[src/rtl/bt_pkg.sv]
package bt_pkg;

  typedef enum logic [1:0] {
    ST_RUN  = 2'd0,
    ST_STOP = 2'd1,
    ST_STAB = 2'd2
  } bt_state_e;

  // Map a select code to a prescaler exponent: each step down the code list
  // speeds the tick by 2^exp_step; codes past num_sel fall back to the slowest.
  function automatic int unsigned sel_to_exp(int unsigned sel,
                                             int unsigned exp_max,
                                             int unsigned exp_step,
                                             int unsigned num_sel);
    int unsigned dec;
    if (sel >= num_sel) return exp_max;
    dec = exp_step * sel;
    if (dec > exp_max) return 0;
    return exp_max - dec;
  endfunction

endpackage

[src/rtl/bt_prescaler.sv]
module bt_prescaler #(
  parameter int unsigned SEL_W    = 3,
  parameter int unsigned EXP_MAX  = 12,
  parameter int unsigned EXP_STEP = 2,
  parameter int unsigned NUM_SEL  = 5
) (
  input  logic             clk,
  input  logic             rst_n,
  input  logic             osc_on,
  input  logic [SEL_W-1:0] sel,
  output logic             tick
);
  import bt_pkg::*;

  localparam int unsigned PRE_W = (EXP_MAX < 1) ? 1 : EXP_MAX;

  logic [PRE_W-1:0] pre_q;
  logic [PRE_W-1:0] limit;
  int unsigned      cur_exp;

  always_comb begin
    cur_exp = sel_to_exp(32'(sel), EXP_MAX, EXP_STEP, NUM_SEL);
    limit   = PRE_W'((32'd1 << cur_exp) - 32'd1);
  end

  // A late change to a faster ratio can leave pre_q above the new limit;
  // the >= compare ends that period at once instead of wrapping around.
  assign tick = osc_on && (pre_q >= limit);

  always_ff @(posedge clk or negedge rst_n) begin
    if (!rst_n)       pre_q <= '0;
    else if (!osc_on) pre_q <= '0;
    else if (tick)    pre_q <= '0;
    else              pre_q <= pre_q + PRE_W'(1);
  end

endmodule

[src/rtl/bt_counter.sv]
module bt_counter #(
  parameter int unsigned CNT_W    = 8,
  parameter int unsigned STAB_BIT = 4
) (
  input  logic             clk,
  input  logic             rst_n,
  input  logic             tick,
  input  logic             clr,
  input  logic             irq_ack,
  output logic [CNT_W-1:0] count,
  output logic             irq_pend,
  output logic             ovf,
  output logic             low_carry
);

  logic [CNT_W-1:0] cnt_q;
  logic             pend_q;

  assign ovf       = tick && (&cnt_q);
  assign low_carry = tick && (&cnt_q[STAB_BIT:0]);

  always_ff @(posedge clk or negedge rst_n) begin
    if (!rst_n)    cnt_q <= '0;
    else if (clr)  cnt_q <= '0;
    else if (tick) cnt_q <= cnt_q + CNT_W'(1);
  end

  // Set wins over acknowledge so that a coincident wrap is never lost.
  always_ff @(posedge clk or negedge rst_n) begin
    if (!rst_n) pend_q <= 1'b0;
    else        pend_q <= ovf || (pend_q && !irq_ack);
  end

  assign count    = cnt_q;
  assign irq_pend = pend_q;

endmodule

[src/rtl/bt_wake_seq.sv]
module bt_wake_seq #(
  parameter int unsigned SEL_W = 3
) (
  input  logic               clk,
  input  logic               rst_n,
  input  logic               stop_req,
  input  logic               ext_wake,
  input  logic [SEL_W-1:0]   div_sel,
  input  logic               low_carry,
  output bt_pkg::bt_state_e  state,
  output logic [SEL_W-1:0]   sel_q,
  output logic               enter_stop,
  output logic               stab_done,
  output logic               sys_clk_en
);
  import bt_pkg::*;

  bt_state_e st_q, st_d;

  assign enter_stop = (st_q == ST_RUN) && stop_req;
  assign stab_done  = (st_q == ST_STAB) && low_carry;

  always_comb begin
    st_d = st_q;
    unique case (st_q)
      ST_RUN:  if (stop_req)  st_d = ST_STOP;
      ST_STOP: if (ext_wake)  st_d = ST_STAB;
      ST_STAB: if (stab_done) st_d = ST_RUN;
      default: st_d = ST_STAB;
    endcase
  end

  always_ff @(posedge clk or negedge rst_n) begin
    if (!rst_n) st_q <= ST_STAB;
    else        st_q <= st_d;
  end

  // Ratio is captured only while running; Stop and stabilization keep it.
  always_ff @(posedge clk or negedge rst_n) begin
    if (!rst_n)              sel_q <= '0;
    else if (st_q == ST_RUN) sel_q <= div_sel;
  end

  assign state      = st_q;
  assign sys_clk_en = (st_q == ST_RUN);

endmodule

[src/rtl/bt_wake_timer.sv]
module bt_wake_timer #(
  parameter int unsigned CNT_W    = 8,
  parameter int unsigned SEL_W    = 3,
  parameter int unsigned EXP_MAX  = 12,
  parameter int unsigned EXP_STEP = 2,
  parameter int unsigned NUM_SEL  = 5,
  parameter int unsigned STAB_BIT = 4
) (
  input  logic             clk,
  input  logic             rst_n,
  input  logic             stop_req,
  input  logic             ext_wake,
  input  logic [SEL_W-1:0] div_sel,
  input  logic             irq_ack,
  output logic [CNT_W-1:0] count,
  output logic             irq_pend,
  output logic             sys_clk_en
);
  import bt_pkg::*;

  // Named internal events, visible to the bound checker.
  bt_state_e        state;
  logic [SEL_W-1:0] sel_q;
  logic             tick;
  logic             ovf;
  logic             low_carry;
  logic             stab_done;
  logic             enter_stop;
  logic             osc_on;
  logic             cnt_clr;

  assign osc_on  = (state != ST_STOP);
  assign cnt_clr = enter_stop || (state == ST_STOP);

  bt_wake_seq #(
    .SEL_W(SEL_W)
  ) u_seq (
    .clk       (clk),
    .rst_n     (rst_n),
    .stop_req  (stop_req),
    .ext_wake  (ext_wake),
    .div_sel   (div_sel),
    .low_carry (low_carry),
    .state     (state),
    .sel_q     (sel_q),
    .enter_stop(enter_stop),
    .stab_done (stab_done),
    .sys_clk_en(sys_clk_en)
  );

  bt_prescaler #(
    .SEL_W   (SEL_W),
    .EXP_MAX (EXP_MAX),
    .EXP_STEP(EXP_STEP),
    .NUM_SEL (NUM_SEL)
  ) u_pre (
    .clk   (clk),
    .rst_n (rst_n),
    .osc_on(osc_on),
    .sel   (sel_q),
    .tick  (tick)
  );

  bt_counter #(
    .CNT_W   (CNT_W),
    .STAB_BIT(STAB_BIT)
  ) u_cnt (
    .clk      (clk),
    .rst_n    (rst_n),
    .tick     (tick),
    .clr      (cnt_clr),
    .irq_ack  (irq_ack),
    .count    (count),
    .irq_pend (irq_pend),
    .ovf      (ovf),
    .low_carry(low_carry)
  );

endmodule

[config.mk]
export PLATFORM = sky130hd
export DESIGN_NAME = bt_wake_timer
export DESIGN_NICKNAME = d
export VERILOG_FILES = /design/src/rtl/bt_pkg.sv /design/src/rtl/bt_prescaler.sv /design/src/rtl/bt_counter.sv /design/src/rtl/bt_wake_seq.sv /design/src/rtl/bt_wake_timer.sv
export SDC_FILE = /design/constraint.sdc
export NUM_CORES = 1
export LEC_CHECK = 0
export BUFFER_PORTS_ARGS = -buffer_cell sky130_fd_sc_hd__buf_4
export CORE_MARGIN = 1
export CORE_UTILIZATION = 59
export CTS_CLUSTER_DIAMETER = 50
export CTS_CLUSTER_SIZE = 40
export DETAILED_ROUTE_END_ITERATION = 8
export GPL_ROUTABILITY_DRIVEN = 0
export GPL_TIMING_DRIVEN = 1
export PLACE_DENSITY = 0.87
export SLEW_MARGIN = 25
export SYNTH_ARGS = -nofsm -noshare
export SYNTH_HDL_FRONTEND = slang
export SYNTH_HIERARCHICAL = 1
export SYNTH_SLANG_ARGS = --single-unit
[constraint.sdc]
create_clock -name clk -period 4.5 [get_ports clk]
set_clock_uncertainty 0.05 [all_clocks]
set_input_delay 0 -clock clk [delete_from_list [all_inputs] [get_ports clk]]
set_output_delay 0 -clock clk [all_outputs]
set_load 0.02 [all_outputs]
==> results_dict.tcl, run 1 <==
set metrics [dict create \
    status "completed" \
    vias_per_cell 5.93 \
    period_minus_slack_ns 4.17 \
    place_ws_ns 0.424 \
    end_kind "register" \
    grt_pass1_wl_um 6510 \
    critPathLaunchType "register" \
    areaGrowthSynthToFinish_pct 12.6 \
    cts_root_buf "clkbuf_4" \
    numCtsBuffers 3 \
    yosys_warnings 6 \
    max_freq_ghz 0.240 \
    clkLatencyLatePin_ns 0.33 \
    place_hpwl_um 2740 \
    grt_start_max_net_pins 27 \
    drt-initial-drc-count 96 \
    rr_startpoint "u_seq/sel_q[0]" \
    ioPinCount 18 \
    setup_viol 0 \
    clk_path_buf_depth 2 \
    die_w_um 57.6 \
    rows 19 \
    grt-ovfl-total 0 \
    grt_use_total_pct 25.7 \
    synthesis.nets 214 \
    wl_met1_um 1690 \
    syn_area_mm2 0.00182 \
    drv_cap 0 \
    cp_max_fo 11 \
    cts_setup_buffers 0 \
    power_leakage_uw 0.000964 \
    worstPathRequired_ns 4.70 \
    cts_tree "yes" \
    period_share_pct 92.6 \
    layout_setup_ws_ns 0.332 \
    met3WireLength_um 115 \
    tns_ns 0 \
    crit_arrival_ns 4.37 \
    htree_levels 1 \
    ir_drop_mv 0.197 \
    maxUsedRoutingLayer "met4" \
    cp-startpoint "u_seq/sel_q[0]" \
    slew_headroom_pct 73.1 \
    p_per_area_mw_per_mm2 522 \
    ant_nets 0 \
    crit_type "reg2reg" \
    vias 1436 \
    drc_errors 0 \
    clock-sinks 26 \
    nNetsFinal 238 \
    syn_area_per_cell_um2 9.70 \
    drv_slew 0 \
    totalWireLength_um 3800 \
    route.met2.wl_um 1910 \
    diodes 0 \
    syn_inst 188 \
    wire_per_inst_um 15.7 \
    grt_pass1_vias 1428 \
    rr_worst_depth 15 \
    antenna_found_initial 0 \
    dr.pass1.iters 4 \
    die_h_um 57.6 \
    initial_utilization_pct 63.9 \
    core_mm2 0.00285 \
    die-area_mm2 0.00332 \
    n_fill_cell 210 \
    min_path_type "in2async" \
    rsz0062_at_grt "false" \
    drive_gt1_share_pct 19.0 \
    worst_slew_pin_slew_ns 0.403 \
    io_buffers 17 \
    path_clk_slew_ns 0.15 \
    hold_viol 0 \
]
through the flow:
| stage | power [µW] | cells | area (µm²) | hold WS [ns] | utilization [%] |
|---|---|---|---|---|---|
| finish | 1070 | 242 | 2050 | 0.0483 | 72.0 |
| global route | 1170 | 242 | 2050 | 0.0636 | 72.0 |
| CTS | 1060 | 242 | 2050 | 0.0526 | 71.9 |
| detailed placement | 934 | 231 | 1950 | -0.119 | 68.2 |
| global placement | 894 | 231 | 1950 | -0.130 | 68.2 |
| floorplan | 827 | 188 | 1820 | -0.346 | - |
placed cells by master, fill, tap and decap left out, drive strengths merged, types with 2 or more instances in the layout:
cell	instances
nand4	4
nand3b	2
xnor2	10
xor2	4
o21ai	10
a21o	3
nand2b	5
nor2	17
mux2i	2
o21a	2
and2	3
nor3b	2
clkbuf	4
dlygate4sd3	7
nand3	7
ha	18
or3	3
inv	9
dfrtp	25
nor4	3
nor3	16
a21oi	10
mux2	3
nand2	10
buf	18
layer usage:
| layer | track usage (%) | vias up |
|---|---|---|
| met1 | 33.4 | 682 |
| met4 | 9.76 | 0 |
| met3 | 3.17 | 8 |
| met2 | 43.7 | 34 |
| met5 | 0 | - |
| li1 | - | 712 |
report_power, final:
| group | leakage (µW) | internal (µW) | total, µW | switching (µW) |
|---|---|---|---|---|
| logic | 0.000603 | 261 | 578 | 317 |
| clock network | 0.0000210 | 49.5 | 123 | 73.8 |
| registers | 0.000340 | 285 | 369 | 84.3 |
| total | 0.000964 | 596 | 1070 | 475 |
worst max-delay path, cell delays in order, from the launching register on:
cell	delay, ns
dfrtp_1	0.53
ha_1	0.45
nor2_1	0.30
o21ai_0	0.13
a21o_1	0.22
ha_1	0.24
nor3_1	0.19
a22oi_1	0.10
ha_1	0.29
nand4_1	0.11
nor4_1	0.34
and2_1	0.19
o21a_2	0.25
o2111ai_4	0.15
or3_1	0.34
a21oi_1	0.21
path summary, 6_finish.rpt:
path / to / slack [ns]
max: u_cnt/count[5] / 0.33
min: u_cnt/count[5] / 0.05
max reg2reg: u_cnt/count[5] / 0.33
min reg2reg: u_cnt/irq_pend / 0.46
max in group asynchronous: u_seq/state[1] / 4.05
min in group clk: u_seq/sel_q[2] / 0.39
area by class of cell:
class | count | area (µm²) | area share, %
multi-input combinational | 146 | 1080 | 52.8
clock buffer | 4 | 36.3 | 1.77
tap | 31 | 38.8 | 1.89
timing repair buffer | 25 | 205 | 9.99
sequential | 26 | 652 | 31.7
inverter | 10 | 37.5 | 1.83
flip-flops by register name (all words and copies together), names as in the netlist:
name,cells
u_seq/state,2
u_seq/sel_q,3
u_cnt/count,8
u_pre/pre_q,12
u_cnt/irq_pend,1
what timing repair did:
| item | 4_1_cts | 5_1_grt |
|---|---|---|
| resized for setup | 0 | 1 |
| endpoints found under the setup margin | 0 | 1 |
| hold buffers | 7 | 0 |
| hold endpoints to repair | 32 | 0 |
Power figures use the tool's default switching activity.
==> run 2: changes to the inputs <==
CORE_ASPECT_RATIO = 1.25   (was unset)
CTS_CLUSTER_DIAMETER = 80   (was 50)
==> results_dict.tcl, run 2 (synthesis results as in run 1) <==
set metrics [dict create \
    cp_max_fo 11 \
    diodes 0 \
    worst_slew_pin_slew_ns 0.440 \
    largest_reg_flops 12 \
    path_buf_inv 0 \
    place_hpwl_um 2830 \
    grt_pass1_wl_um 6910 \
    final_common_cell "dfrtp_1" \
    worstPathRequired_ns 4.72 \
    status "completed" \
    crit_type "reg2reg" \
    dr.pass1.iters 4 \
    wire_per_inst_um 15.8 \
    fin_util_pct 70.5 \
    setup_viol 0 \
    cpMostUsedCell "ha_1" \
    end_kind "register" \
    drive_gt1_share_pct 19.0 \
    power.internal_uw 641 \
    total_power_uw 1130 \
    ioPinCount 18 \
    path_cells "ha_1, nor2_1, o21ai_0, a21o_1, ha_1, nor3_1, a22oi_1, ha_1, nand4_1, nor4_1, and2_1, o21a_2, o2111ai_4, or3_1, a21oi_1" \
    period_minus_slack_ns 4.15 \
    power_leakage_uw 0.000973 \
    rsz0062_at_grt "false" \
    ir_drop_mv 0.438 \
    seqPwrFrac_pct 33.0 \
    grt-ovfl-total 0 \
    totalWireLength_um 3910 \
    cts_setup_buffers 0 \
    drv_slew 0 \
    maxUsedRoutingLayer "met4" \
    htree_levels 1 \
    slew_headroom_pct 70.7 \
    wl_met1_um 1490 \
    path_clk_slew_ns 0.14 \
    vias 1508 \
    antenna_found_initial 0 \
    crit_arrival_ns 4.37 \
    areaGrowthSynthToFinish_pct 13.9 \
    place_ws_ns 0.393 \
    initial_utilization_pct 61.9 \
    power.switching_uw 486 \
    route.met2.wl_um 2110 \
    max_stage_delay_ns 0.53 \
    tns_ns 0 \
    critPathLaunchType "register" \
    clk_path_buf_depth 2 \
    critPathTopFamily "simple AND/OR/NAND/NOR gates" \
    grt_pass1_vias 1607 \
    max_freq_ghz 0.241 \
    r2r_setup_slack_ns 0.35 \
    vias_per_cell 6.11 \
    met3WireLength_um 117 \
    min_path_type "in2async" \
    period_share_pct 92.1 \
    die-area_mm2 0.00332 \
    top_register "u_pre/pre_q" \
    rows 22 \
    io_buffers 17 \
    core_mm2 0.00295 \
    nNetsFinal 238 \
    grt_start_max_net_pins 27 \
    grt_use_total_pct 27.9 \
    pwr-share-comb_pct 52.5 \
    ant_nets 0 \
    hold_viol 0 \
    swShare_pct 43.2 \
    mostFrequentLayoutCells "dfrtp_1, buf_4, ha_1" \
    n_fill_cell 204 \
    cts_root_buf "clkbuf_4" \
    clkLatencyLatePin_ns 0.33 \
    cpMaxStageDelayCell "dfrtp_1" \
    p_per_area_mw_per_mm2 543 \
    numCtsBuffers 3 \
    pwr-share-clk_pct 14.5 \
    drt-initial-drc-count 35 \
    layout_setup_ws_ns 0.355 \
    die_w_um 51.7 \
    clock-sinks 26 \
    drc_errors 0 \
    die_h_um 64.1 \
    cts_tree "yes" \
    drv_cap 0 \
]
==> run 2: cell types whose count changed in the layout (fill, tap and decap cells not counted), sizes merged <==
cell	change
bufinv	+1
clkbuf	-1
==> run 2: final cells by class <==
type / count / area, µm² / area share (%)
flip-flops and latches: 26 / 652 / 31.4
repair buffers: 25 / 205 / 9.89
well taps: 36 / 45.0 / 2.17
inverters: 10 / 37.5 / 1.81
clock inverters: 1 / 30.0 / 1.45
multi-input cells: 146 / 1080 / 52.2
clock buffers: 3 / 22.5 / 1.08
==> run 2: worst paths after layout <==
check,start,depth (start not counted),endpoint
min in group clk,stop_req,4,u_cnt/count[5]
worst max register to register,u_seq/sel_q[0],15,u_cnt/count[7]
max in group asynchronous,rst_n,2,u_seq/state[1]
worst max-delay path,u_seq/sel_q[0],15,u_cnt/count[7]
worst min register to register,u_cnt/irq_pend,1,u_cnt/irq_pend
worst min-delay path,rst_n,2,u_cnt/irq_pend
==> run 2: metal layers <==
metal  global-route usage, %  vias up
met2                    49.8       46
li1                        -      714
met1                    29.8      729
met4                    18.2        0
met3                    3.10       19
met5                       0        -
==> run 2: worst register-to-register path, stage by stage (launching register included) <==
cell	delay, ns
dfrtp_1	0.53
ha_1	0.45
nor2_1	0.28
o21ai_0	0.12
a21o_1	0.22
ha_1	0.24
nor3_1	0.15
a22oi_1	0.09
ha_1	0.29
nand4_1	0.14
nor4_1	0.36
and2_1	0.20
o21a_2	0.26
o2111ai_4	0.16
or3_1	0.39
a21oi_1	0.15
==> run 2: repair_timing <==
action,in CTS,in global routing
setup endpoints to repair,0,3
gates resized for setup,0,1
hold buffers,7,0
endpoints found under the hold margin,32,0
==> run 2: power groups by stage <==
stage	clock, µW	sequential [µW]	combinational [µW]
final	163	372	591
after global routing	173	381	666
after CTS	164	370	580
after detailed placement	0	374	563
after global placement	0	369	527
after floorplan	0	352	475
==> run 2: per-stage QoR <==
stage,std cells,cell area (µm²),hold WS [ns]
floorplan,188,1820,-0.346
global placement,236,1950,-0.133
detailed placement,236,1950,-0.125
CTS,247,2070,0.0351
global route,247,2080,0.0601
finish,247,2080,0.0289
==> run 3: changes to the inputs <==
CORE_ASPECT_RATIO = unset   (was 1.25)
CORE_UTILIZATION = 58   (was 59)
PLACE_DENSITY = 0.85   (was 0.87)
==> results_dict.tcl, run 3 (synthesis results as in run 1) <==
set metrics [dict create \
    grt_pass1_vias 1433 \
    path_cells "ha_1, nor2_1, o21ai_0, a21o_1, ha_1, nor3_1, a22oi_1, ha_1, nand4_1, nor4_1, and2_1, o21a_1, o2111ai_4, or3_1, a21oi_1" \
    max_stage_delay_ns 0.52 \
    regArea_um2 652 \
    worstPathRequired_ns 4.72 \
    initial_utilization_pct 63.4 \
    cp_max_fo 11 \
    cpMaxStageDelayCell "dfrtp_1" \
    status "completed" \
    crit_type "reg2reg" \
    areaGrowthSynthToFinish_pct 14.8 \
    cpMostUsedCell "ha_1" \
    grt_pass1_wl_um 6290 \
    critPathLaunchType "register" \
    clkLatencyLatePin_ns 0.33 \
    final_area_mm2 0.00209 \
    clock-sinks 26 \
    min_path_type "in2async" \
    diodes 0 \
    power_leakage_uw 0.000977 \
    worst_slew_pin_slew_ns 0.420 \
    totalWireLength_um 3760 \
    ioPinCount 18 \
    htree_levels 1 \
    hold_viol 0 \
    ir_drop_mv 0.257 \
    vias_per_cell 5.73 \
    ant_nets 0 \
    setup_viol 0 \
    drt-initial-drc-count 96 \
    io_buffers 17 \
    nNetsFinal 239 \
    wire_per_inst_um 14.8 \
    critPathTopFamily "simple AND/OR/NAND/NOR gates" \
    mostFrequentLayoutCells "dfrtp_1, buf_4, ha_1" \
    rsz0062_at_grt "false" \
    tns_ns 0 \
    grt_start_max_net_pins 27 \
    cts_tree "yes" \
    grt-ovfl-total 0 \
    die_w_um 58.1 \
    dr.pass1.iters 5 \
    cts_setup_buffers 0 \
    path_buf_inv 0 \
    drv_cap 0 \
    place_hpwl_um 2760 \
    slew_headroom_pct 72.0 \
    core_mm2 0.00288 \
    drc_errors 0 \
    top_register "u_pre/pre_q" \
    multiInputGateArea_mm2 0.00108 \
    drive_gt1_share_pct 18.4 \
    max_freq_ghz 0.243 \
    dpl_cell_area_mm2 0.00196 \
    largest_reg_flops 12 \
    period_minus_slack_ns 4.12 \
    numCtsBuffers 3 \
    final_common_cell "dfrtp_1" \
    n_fill_cell 211 \
    die_h_um 58.1 \
    antenna_found_initial 0 \
    p_per_area_mw_per_mm2 534 \
    path_clk_slew_ns 0.14 \
    clk_path_buf_depth 2 \
    period_share_pct 91.5 \
    end_kind "register" \
    vias 1455 \
    rows 19 \
    drv_slew 0 \
    grt_use_total_pct 24.9 \
    cts_root_buf "clkbuf_4" \
    crit_arrival_ns 4.33 \
    die-area_mm2 0.00337 \
]
[run 3: cell types whose count changed in the layout (fill, tap and decap cells not counted)]
cell and delta:
o21a_1 +1, dlygate4sd3_1 +1, o21a_2 -1
[run 3: worst reg2reg max path, stage by stage (launching register included)]
cell	delay [ns]
dfrtp_1	0.52
ha_1	0.45
nor2_1	0.25
o21ai_0	0.11
a21o_1	0.21
ha_1	0.24
nor3_1	0.15
a22oi_1	0.10
ha_1	0.28
nand4_1	0.12
nor4_1	0.33
and2_1	0.18
o21a_1	0.34
o2111ai_4	0.17
or3_1	0.38
a21oi_1	0.17
[run 3: cell type report]
cell class,count,share of cell area [%]
inverter,10,1.79
clock buffer,3,1.08
tap,42,2.51
timing repair buffer,26,10.3
multi-input combinational,146,51.7
sequential,26,31.2
clock inverter,1,1.44
[run 3: repair_timing]
action | 4_1_cts | 5_1_grt
endpoints found under the setup margin | 0 | 0
hold buffers | 8 | 0
endpoints found under the hold margin | 32 | 0
gates resized for setup | 0 | 0
[run 3: final timing paths]
check | start | cells past startpoint | slack [ns] | endpoint
max | u_seq/sel_q[0] | 15 | 0.38 | u_cnt/count[7]
max in group asynchronous | rst_n | 2 | 4.07 | u_seq/state[1]
min | rst_n | 2 | 0.04 | u_cnt/count[7]
max reg2reg | u_seq/sel_q[0] | 15 | 0.38 | u_cnt/count[7]
min reg2reg | u_cnt/irq_pend | 1 | 0.46 | u_cnt/irq_pend
min in group clk | div_sel[2] | 3 | 0.37 | u_seq/sel_q[2]
[run 3: per-stage QoR]
step           setup WS, ns  hold slack, ns  power (µW)  instances  utilization [%]
4_1_cts               0.413          0.0372        1110        254             72.7
6_report              0.384          0.0391        1120        254             72.7
3_3_place_gp          0.651          -0.129         894        242             68.1
2_1_floorplan         0.885          -0.346         827        188                -
5_1_grt               0.108          0.0506        1210        254             72.7
3_5_place_dp          0.469          -0.118         942        242             68.1
[run 3: report_power, final]
part | internal [µW] | switching [µW]
logic | 261 | 322
registers | 285 | 84.9
clock network | 90.2 | 74.2
total | 637 | 481
[run 3: metal layers]
metal  track usage (%)  vias up  wire [µm]
li1                  -      720          -
met1              30.6      696       1680
met2              43.8       35       1950
met3              4.02        4        103
met4              9.18        0         30
met5                 0        -          0
